<file path="src/rtl/shadow_pkg.sv">
package shadow_pkg;
  // Register map of the configuration port
  typedef enum logic [1:0] {
    REG_POLICY = 2'd0,
    REG_EN_C   = 2'd1,
    REG_EN_D   = 2'd2,
    REG_EN_E   = 2'd3
  } shadow_reg_e;

  // Bit positions inside the global policy register
  localparam int POL_RD_BIT = 6;
  localparam int POL_WR_BIT = 5;

  typedef struct packed {
    logic rd_int;
    logic wr_int;
  } route_t;
endpackage

</file>
<file path="src/rtl/shadow_cfg_regs.sv">
module shadow_cfg_regs #(
  parameter int DATA_W = 8,
  parameter int N_REGS = 4,
  localparam int RA_W = $clog2(N_REGS)
) (
  input  logic                           clk,
  input  logic                           rst_n,
  input  logic                           wr_en,
  input  logic [RA_W-1:0]                addr,
  input  logic [DATA_W-1:0]              wdata,
  output logic [DATA_W-1:0]              rdata,
  output logic [N_REGS-1:0][DATA_W-1:0]  regs_q
);
  for (genvar r = 0; r < N_REGS; r++) begin : g_reg
    always_ff @(posedge clk) begin
      if (!rst_n)
        regs_q[r] <= '0;
      else if (wr_en && (addr == RA_W'(r)))
        regs_q[r] <= wdata;
    end
  end

  assign rdata = regs_q[addr];
endmodule

</file>
<file path="src/rtl/shadow_policy.sv">
module shadow_policy (
  input  logic                 rd_sel,
  input  logic                 wr_ext_sel,
  output shadow_pkg::route_t   pol
);
  // Writes may only go internal while reads are internal
  always_comb begin
    pol.rd_int = rd_sel;
    pol.wr_int = rd_sel & ~wr_ext_sel;
  end
endmodule

</file>
<file path="src/rtl/shadow_seg_decode.sv">
module shadow_seg_decode #(
  parameter int ADDR_W       = 20,
  parameter int DATA_W       = 8,
  parameter int N_EN_AREAS   = 3,
  parameter int SEG_PER_AREA = 4,
  localparam int SEG_W    = $clog2(SEG_PER_AREA),
  localparam int AREA_W   = $clog2(N_EN_AREAS + 1),
  localparam int SEG_LSB  = ADDR_W - 2 - AREA_W - SEG_W,
  localparam int AREA_LSB = SEG_LSB + SEG_W,
  localparam int TOP_LSB  = AREA_LSB + AREA_W,
  localparam int N_SEGS   = N_EN_AREAS * SEG_PER_AREA
) (
  input  logic [ADDR_W-1:SEG_LSB]               addr_hi,
  input  logic [N_EN_AREAS-1:0][DATA_W-1:0]     en_regs,
  input  shadow_pkg::route_t                    pol,
  output logic                                  read_internal,
  output logic                                  write_internal
);
  logic [N_SEGS-1:0] seg_en;
  logic [N_EN_AREAS-1:0][DATA_W-SEG_PER_AREA-1:0] unused_low_bits;

  // Highest bit of each enable register maps to the lowest segment
  for (genvar a = 0; a < N_EN_AREAS; a++) begin : g_area
    for (genvar s = 0; s < SEG_PER_AREA; s++) begin : g_seg
      assign seg_en[a*SEG_PER_AREA + s] = en_regs[a][DATA_W-1-s];
    end
    assign unused_low_bits[a] = en_regs[a][DATA_W-SEG_PER_AREA-1:0];
  end

  logic              in_window;
  logic [AREA_W-1:0] area;
  logic [SEG_W-1:0]  seg;
  logic              active;

  assign in_window = &addr_hi[ADDR_W-1:TOP_LSB];
  assign area      = addr_hi[TOP_LSB-1:AREA_LSB];
  assign seg       = addr_hi[AREA_LSB-1:SEG_LSB];

  always_comb begin
    active = 1'b0;
    if (area == AREA_W'(N_EN_AREAS)) begin
      active = 1'b1;
    end else begin
      for (int a = 0; a < N_EN_AREAS; a++) begin
        for (int s = 0; s < SEG_PER_AREA; s++) begin
          if ((area == AREA_W'(a)) && (seg == SEG_W'(s)))
            active = seg_en[a*SEG_PER_AREA + s];
        end
      end
    end
  end

  assign read_internal  = in_window & active & pol.rd_int;
  assign write_internal = in_window & active & pol.wr_int;
endmodule

</file>
<file path="src/rtl/shadow_attr_ctrl.sv">
module shadow_attr_ctrl #(
  parameter int ADDR_W       = 20,
  parameter int DATA_W       = 8,
  parameter int N_EN_AREAS   = 3,
  parameter int SEG_PER_AREA = 4,
  localparam int N_REGS  = N_EN_AREAS + 1,
  localparam int RA_W    = $clog2(N_REGS),
  localparam int SEG_LSB = ADDR_W - 2 - $clog2(N_EN_AREAS + 1) - $clog2(SEG_PER_AREA)
) (
  input  logic              clk,
  input  logic              rst_n,
  input  logic              cfg_wr_en,
  input  logic [RA_W-1:0]   cfg_addr,
  input  logic [DATA_W-1:0] cfg_wdata,
  output logic [DATA_W-1:0] cfg_rdata,
  input  logic [ADDR_W-1:0] mem_addr,
  output logic              read_internal,
  output logic              write_internal
);
  import shadow_pkg::*;

  logic [N_REGS-1:0][DATA_W-1:0] cfg_q;
  route_t                        pol;
  logic                          unused_addr_lo;

  assign unused_addr_lo = ^mem_addr[SEG_LSB-1:0];

  shadow_cfg_regs #(.DATA_W(DATA_W), .N_REGS(N_REGS)) u_regs (
    .clk    (clk),
    .rst_n  (rst_n),
    .wr_en  (cfg_wr_en),
    .addr   (cfg_addr),
    .wdata  (cfg_wdata),
    .rdata  (cfg_rdata),
    .regs_q (cfg_q)
  );

  shadow_policy u_pol (
    .rd_sel     (cfg_q[REG_POLICY][POL_RD_BIT]),
    .wr_ext_sel (cfg_q[REG_POLICY][POL_WR_BIT]),
    .pol        (pol)
  );

  shadow_seg_decode #(
    .ADDR_W(ADDR_W), .DATA_W(DATA_W),
    .N_EN_AREAS(N_EN_AREAS), .SEG_PER_AREA(SEG_PER_AREA)
  ) u_dec (
    .addr_hi        (mem_addr[ADDR_W-1:SEG_LSB]),
    .en_regs        (cfg_q[N_REGS-1:1]),
    .pol            (pol),
    .read_internal  (read_internal),
    .write_internal (write_internal)
  );
endmodule

</file>
<file path="config.mk">
export PLATFORM = sky130hd
export DESIGN_NAME = shadow_attr_ctrl
export DESIGN_NICKNAME = d
export VERILOG_FILES = /design/src/rtl/shadow_pkg.sv /design/src/rtl/shadow_cfg_regs.sv /design/src/rtl/shadow_policy.sv /design/src/rtl/shadow_seg_decode.sv /design/src/rtl/shadow_attr_ctrl.sv
export SDC_FILE = /design/constraint.sdc
export NUM_CORES = 1
export LEC_CHECK = 0
export BUFFER_PORTS_ARGS = -buffer_cell sky130_fd_sc_hd__buf_2
export CAP_MARGIN = 20
export CORE_MARGIN = 4
export CORE_UTILIZATION = 40
export CTS_BUF_LIST = sky130_fd_sc_hd__clkbuf_4
export DETAILED_ROUTE_END_ITERATION = 8
export PLACE_DENSITY = 0.73
export SETUP_SLACK_MARGIN = 0.5
export SYNTH_ARGS = -nofsm -noshare
export SYNTH_HDL_FRONTEND = slang
export SYNTH_HIERARCHICAL = 1
export SYNTH_SLANG_ARGS = --single-unit
</file>
<file path="constraint.sdc">
create_clock -name clk -period 3.1 [get_ports clk]
set_input_delay 0.155 -clock clk [delete_from_list [all_inputs] [get_ports clk]]
set_output_delay 0.155 -clock clk [all_outputs]
set_load 0.05 [all_outputs]
</file>
# Word-level counts from Yosys, hierarchy flattened
# Index checks and enable logic that the tools add are counted.
# W data, S select, Z words.
dict set report word_totals {
  word_cells 54
  inputBits 33
  register_bits 32
  out_inout_bits 10
}
dict set report op_classes {
  n_reduce_logical 20
  n_mux 15
  n_bitwise 5
  eq_ne 9
  n_lt_le_gt_ge 1
}
# op count
set op_table {}
lappend op_table {{$bmux W8 S2} 1}
lappend op_table {{$logic_and A1 B1 Y1} 16}
lappend op_table {{$mux W1} 13}
lappend op_table {{$eq A2 B2 Y1 const B} 6}
lappend op_table {{$mux W8} 1}
lappend op_table {{$eq A2 B1 Y1 const B} 3}
lappend op_table {{$logic_not A2 Y1} 3}
lappend op_table {{$and A1 B1 Y1} 4}
lappend op_table {{$lt A2 B3 Y1 const B} 1}
lappend op_table {{$reduce_and A2 Y1} 1}
lappend op_table {{$not A1 Y1} 1}

# Depth between registers and ports, before layout
# Gate-level depths: netlist of run 1.
dict set report depth {
  ltp_word 17
  depth_mapped 4
  ltp_nobuf 3
}

# Hierarchy
# Netlist of run 1, hierarchy kept.
# mod area_each_um2 instances seq_area_each_um2 cells_each
set by_module_without_submodules {}
lappend by_module_without_submodules {shadow_cfg_regs 1378.8 1 640.6 125}
lappend by_module_without_submodules {shadow_seg_decode 133.9 1 0.0 13}
lappend by_module_without_submodules {shadow_policy 21.3 1 0.0 2}

# Worst setup path before layout of run 1
# No wires, ideal clock.
dict set report synth_path {
  kind {reg-to-output}
  startpoint {register u_regs/regs_q[20] (netlist bit)}
  endpoint {output port read_internal}
  path_stages_with_launch 4
  arrival_ns 2.083
  path_slack_ns 0.862
  required_time_ns 2.945
  path_buffers 0
  cell_sequence {dfxtp_1 -> mux2i_1 -> mux4_2 -> a211oi_1}
}
dict set report synth_via {
  elab_chain_cells 8
}
# element line_no
set synth_lines {}
lappend synth_lines {{from (decl)} shadow_cfg_regs.sv:12} ;# output logic [N_REGS-1:0][DATA_W-1:0] regs_q
lappend synth_lines {{from (signal, indexed assignment)} shadow_cfg_regs.sv:19} ;# regs_q[r] <= wdata;
lappend synth_lines {{$mux W1 (5 in series)} shadow_seg_decode.sv:46} ;# if ((area == AREA_W'(a)) && (seg == SEG_W'(s)))
lappend synth_lines {{$mux W1} shadow_seg_decode.sv:41} ;# if (area == AREA_W'(N_EN_AREAS)) begin
lappend synth_lines {{$and A1 B1 Y1 (2 in series)} shadow_seg_decode.sv:53} ;# assign read_internal = in_window & active & pol.rd_int;
lappend synth_lines {{to (decl)} shadow_attr_ctrl.sv:17} ;# output logic read_internal,
# Every way passes these cells.

# Worst setup path after layout of run 1
dict set report layout_path {
  startpoint {register u_regs/regs_q[15] (netlist bit)}
  endpoint {output port write_internal}
}
dict set report layout_via {
  elab_chain_cells 15
}
# element line_no
set layout_lines {}
lappend layout_lines {{$mux W1 (12 in series)} shadow_seg_decode.sv:46}
lappend layout_lines {{$mux W1} shadow_seg_decode.sv:41}
lappend layout_lines {{$and A1 B1 Y1 (2 in series)} shadow_seg_decode.sv:54} ;# assign write_internal = in_window & active & pol.wr_int;
lappend layout_lines {{to (decl)} shadow_attr_ctrl.sv:18} ;# output logic write_internal
# Every way passes these cells.

==> results of run 1 <==
## metal layers
metal	wire length (um)	vias to the layer above	track usage
met4	42	0	0.0447
met3	162	5	0.0518
met1	1460	517	0.155
met5	0	-	0
li1	-	541	-
met2	1580	29	0.251
## critical path, stage by stage (launching register included)
cell	delay, ns
dfxtp_1	0.37
mux2i_1	0.09
mux4_2	0.47
a211oi_1	0.24
buf_2	0.30
## how the worst min path moves through the flow
stage                                 from                end
after global placement    u_regs/regs_q[2]   u_regs/regs_q[2]
after floorplan               cfg_wdata[0]   u_regs/regs_q[0]
final                         cfg_wdata[2]   u_regs/regs_q[2]
after detailed placement  u_regs/regs_q[2]   u_regs/regs_q[2]
after CTS                     cfg_wdata[4]  u_regs/regs_q[12]
after global routing          cfg_wdata[2]   u_regs/regs_q[2]
## placed cells by master, fill, tap and decap left out, types with 2 or more instances in the layout
cell type	synthesis	routed
nand2_1	40	40
mux2i_1	36	36
dfxtp_1	32	32
buf_2	1	28
mux4_2	9	9
clkbuf_4	0	5
nand3_1	2	2
a211oi_1	2	2
nand3b_1	2	2
## power groups by stage
| stage | Clock (mW) | Sequential (mW) | Combinational (mW) |
|---|---|---|---|
| 3_3_place_gp | 0 | 0.443 | 0.0999 |
| 4_1_cts | 0.202 | 0.435 | 0.105 |
| 5_1_grt | 0.231 | 0.437 | 0.112 |
| 6_report | 0.198 | 0.435 | 0.103 |
| 3_5_place_dp | 0 | 0.444 | 0.104 |
| 2_1_floorplan | 0 | 0.441 | 0.0810 |
## cell families (layout without fill, tap and decap cells)
kind of cell,count (synthesis),in the layout,share of synthesized area
and+or+nand+nor,48,48,0.139
muxes,46,46,0.384
AOI/OAI and AO/OA,2,2,0.00979
buffers and inverters,12,34,0.0497
DFF,32,32,0.418
## final cells by class
cell class                      instances  area (um^2)  area share
Multi-Input combinational cell         96          817       0.481
Tap cell                               48         60.1      0.0353
Inverter                                1         3.75     0.00221
Clock buffer                            5         37.5      0.0221
Timing Repair Buffer                   28          140      0.0825
Sequential cell                        32          641       0.377
==> impl_metrics.csv, run 1 <==
group,metric,value,unit
yosys,synth_common_cells,"nand2_1, mux2i_1, dfxtp_1",
route,ant_nets,0,
placed_design,placed_cells,205,
sta,fin_setup_tns,0,ns
global_routing,grt.overflow.total,0,
clocking,numCtsBuffers,5,
yosys,synth_edf_count,0,
placed_design,post-place-ws,1.47,ns
sta,finalSetupViolCount,0,
final_layout,nFillCells,371,
yosys,syn_inst,140,
worst_setup_path,crit_end,"write_internal",
worst_setup_path,startpoint,"u_regs/regs_q[15]",
outcome,status,"finished clean",
final_layout,layout.nets,197,
route,vias_per_cell,5.20,
final_layout,reg_top3,"u_regs/regs_q x32",
yosys,async_flop_share,0,
power_and_ir_drop,switching_share,0.263,
power_and_ir_drop,p_per_area,433,nW/um^2
worst_setup_path,r2r_cells,2,
route,drt_wl_total,3.24,mm
clocking,htree_levels,2,
sta,finalMaxSlewViolations,0,
final_layout,drive_gt1_frac,0.272,
clocking,cts_setup_buffers,0,
sta,max_slew_margin,0.570,
floorplanning,die_area,4890,um^2
global_routing,grt_max_degree,41,
route,drc,0,
power_and_ir_drop,peakVddDrop,236,uV
worst_setup_path,r2r-start,"u_regs/regs_q[14]",
clocking,cts_root_buf,"clkbuf_4",
final_layout,largest_register,"u_regs/regs_q",
yosys,ys_warn_count,6,
yosys,synth-seq-area-share,0.418,
clocking,clock-sinks,32,
worst_setup_path,crit_path_end_kind,"output port",
floorplanning,rows,22,
power_and_ir_drop,p_int,542,uW
floorplanning,start_util,0.416,
route,firstDrtPassIters,4,
clocking,cts_tree,"yes",
floorplanning,fp.dieW,69.9,um
floorplanning,ios,43,
yosys,synth.most_common_cell,"nand2_1",
clocking,holdBufCountCts,0,
yosys,synth_top_area_frac,0.418,
worst_setup_path,cp_max_fo,3,
hold_path,hold_path_depth,3,
final_layout,syn_to_final_growth,10.8,%
sta,rsz0062_at_grt,"false",
yosys,netlist_area,1530,um^2
floorplanning,die_h,69.9,um
clocking,clk_pin_slew,0.09,ns
run,cap_violations,0,
placed_design,dp_hpwl,2.38,mm
yosys,synth-seq-cells,32,
route,vias,1092,
yosys,syn_avg_cell_area,11.0,um^2
sta,worstMarginPinSlew,0.644,ns
worst_setup_path,worst_ep_required_time,2.94,ns
placed_design,gp_routability_congestion,0.734,
worst_setup_path,cp-start-kind,"flop",
sta,max_freq,0.514,GHz
clocking,clock_latency,0.32,ns
power_and_ir_drop,leakage,0.849,nW
power_and_ir_drop,clkPwrFrac,0.269,
sta,worst_slack,1.15,ns
route,detail_route.iter0.violations,34,
clocking,cts-resized-gates,0,
sta,clock_skew,0,ns
placed_design,io_buffers,28,
yosys,synth_cell_types,17,
placed_design,placed_area,1660,um^2
final_layout,postLayoutCellArea,1700,um^2
power_and_ir_drop,power,736,uW
yosys,yosys-top-cells-area,"dfxtp_1, mux2i_1, mux4_2",
worst_setup_path,path_class,"reg -> out",
global_routing,antenna_found_initial,0,
power_and_ir_drop,seqPwrFrac,0.591,
worst_setup_path,critPathArrivalTime,1.79,ns
floorplanning,core,3690,um^2
worst_setup_path,reg2reg_slack,2.42,ns
yosys,synthesis.nets,173,
final_layout,final_core_util,0.461,
power_and_ir_drop,p_switching,193,uW
sta,whs,0.147,ns
route,wire_per_inst,15.4,um
final_layout,antenna_cells,0,
worst_setup_path,r2r_end,"u_regs/regs_q[14]",
hold_path,min-delay-path-class,"in -> reg",
global_routing,grt_usage,0.141,
global_routing,grt_pass1_wl,5.35,mm
final_layout,final_cells,210,
sta,finalCritPeriodShare,0.628,
clocking,ctsLongestPathBuffers,2,
sta,hold_viol,0,
power_and_ir_drop,combPwrFrac,0.140,
sta,fin_crit,1.95,ns
yosys,synthFlopType,"dfxtp_1",
yosys,yosys.area.top_type,"dfxtp_1",
final_layout,largest_reg_flops,32,
global_routing,grt_pass1_vias,1110,
(Power assumes the default switching activity.)
==> run 2: changes to the inputs <==
==> constraint.sdc (replaced) <==
create_clock -name clk -period 1.9 [get_ports clk]
set_input_delay 0.095 -clock clk [delete_from_list [all_inputs] [get_ports clk]]
set_output_delay 0.095 -clock clk [all_outputs]
set_load 0.05 [all_outputs]
==> run 2 against run 1 <==
- register-to-register slack got worse by 1.2 ns
- combinational power rose by 85%
- clock-buffer cell count grew 2
- largest power group unchanged
- final cell count rose by 2.4%
- sequential share of layout area is 2.1 points lower
- first-iteration DRC count unchanged
- critical path depth unchanged
- sequential cell count unchanged
- critical endpoint is now read_internal
- global-route usage is 0.53 points higher
- largest cell class unchanged
- die area stayed put
- final area increased by 8.3%
==> impl_metrics.csv, run 2 (same netlist as run 1, synthesis figures left out) <==
group,metric,value,unit
sta,hold_viol,0,
sta,fin_setup_tns,0,ns
floorplanning,fp.dieW,69.9,um
global_routing,antenna_found_initial,0,
sta,max_freq,0.552,GHz
placed_design,dp_hpwl,2.39,mm
worst_setup_path,crit_path_end_kind,"output port",
floorplanning,die_area,4890,um^2
worst_setup_path,cp_cell_sequence,"mux2i_1, mux4_2, a211oi_4, buf_6",
clocking,clock-sinks,32,
clocking,clk_pin_slew,0.09,ns
route,wire_per_inst,15.8,um
worst_setup_path,crit_path_top_delay_cell,"mux4_2",
route,drt_wl_total,3.40,mm
outcome,status,"finished clean",
clocking,numCtsBuffers,5,
final_layout,drive_gt1_frac,0.377,
power_and_ir_drop,power,1.28,mW
final_layout,final_cell_mix,"nand2_1, mux2i_1, dfxtp_1",
sta,finalSetupViolCount,0,
worst_setup_path,cp-start-kind,"flop",
route,detail_route.iter0.violations,34,
worst_setup_path,cp_max_fo,3,
final_layout,final_core_util,0.499,
clocking,holdBufCountCts,0,
global_routing,grt.overflow.total,0,
final_layout,layout.nets,199,
sta,worstMarginPinSlew,0.676,ns
final_layout,syn_to_final_growth,20.0,%
worst_setup_path,critPathArrivalTime,1.72,ns
final_layout,reg_top3,"u_regs/regs_q x32",
floorplanning,rows,22,
worst_setup_path,cp_slowest_stage_delay,0.53,ns
clocking,cts_root_buf,"clkbuf_4",
global_routing,grt_pass1_wl,5.64,mm
final_layout,antenna_cells,0,
final_layout,largest_register,"u_regs/regs_q",
run,cap_violations,0,
floorplanning,start_util,0.416,
clocking,ctsLongestPathBuffers,2,
sta,rsz0062_at_grt,"true",
global_routing,grt_max_degree,41,
worst_setup_path,path_class,"reg -> out",
final_layout,largest_reg_flops,32,
sta,whs,0.0896,ns
clocking,cts_tree,"yes",
worst_setup_path,worst_ep_required_time,1.80,ns
sta,finalCritPeriodShare,0.953,
floorplanning,core,3690,um^2
clocking,clock_latency,0.32,ns
final_layout,layout.cells.most_common,"nand2_1",
route,ant_nets,0,
sta,finalMaxSlewViolations,0,
placed_design,gp_routability_congestion,0.822,
clocking,htree_levels,2,
route,firstDrtPassIters,4,
sta,max_slew_margin,0.549,
floorplanning,die_h,69.9,um
route,vias_per_cell,5.24,
power_and_ir_drop,peakVddDrop,528,uV
clocking,cts_setup_buffers,0,
route,drc,0,
route,vias,1127,
power_and_ir_drop,leakage,0.883,nW
placed_design,io_buffers,28,
global_routing,grt_pass1_vias,1240,
floorplanning,ios,43,
sta,worst_slack,0.0898,ns
placed_design,post-place-ws,0.321,ns
sta,clock_skew,0,ns
hold_path,min-delay-path-class,"in -> reg",
global_routing,grt_usage,0.147,
power_and_ir_drop,p_per_area,697,nW/um^2
sta,fin_crit,1.81,ns
-- run 2: worst paths after layout --
path                                         from                 to  slack (ns)  cells after the start
worst min-delay path                 cfg_wdata[5]  u_regs/regs_q[13]        0.09                      3
worst max-delay path            u_regs/regs_q[15]      read_internal        0.09                      4
worst min register to register  u_regs/regs_q[25]  u_regs/regs_q[25]        0.47                      2
worst max register to register  u_regs/regs_q[15]  u_regs/regs_q[15]        1.25                      2
-- run 2: critical path: cells and delay by family, from the launching register on --
| family | cells | cell delay, ns |
|---|---|---|
| DFF | 1 | 0.36 |
| muxes | 2 | 0.61 |
| buffers and inverters | 1 | 0.19 |
| AOI/OAI and AO/OA | 1 | 0.23 |
-- run 2: cell type report --
cell class	instances	area (um^2)
fillers	344	1850
multi-input cells	96	847
inverters	1	3.75
clock inverters	1	3.75
flip-flops and latches	32	656
clock buffers	7	52.6
well taps	48	60.1
repair buffers	30	218
-- run 2: metrics by stage --
stage / instances / area, um^2
global route: 215 / 1840
finish: 215 / 1840
CTS: 215 / 1830
global placement: 207 / 1710
detailed placement: 207 / 1710
floorplan: 140 / 1570
-- run 2: repair_timing --
| action | CTS | global route |
|---|---|---|
| cloned | 0 | 0 |
| resized for setup | 24 | 4 |
| endpoints found under the setup margin | 10 | 10 |
| endpoints found under the hold margin | 0 | 0 |
-- run 2: where the power goes --
part	internal (mW)	switching (mW)	total (mW)	leakage [nW]
clock network	0.171	0.212	0.382	0.0338
logic	0.0806	0.110	0.191	0.584
registers	0.696	0.0148	0.711	0.266
total	0.947	0.337	1.28	0.883
-- run 2: layer usage --
| layer | global-route usage | wire (um) |
|---|---|---|
| met1 | 0.160 | 1390 |
| met2 | 0.262 | 1770 |
| met3 | 0.0532 | 218 |
| met4 | 0.0468 | 19 |
| met5 | 0 | 0 |
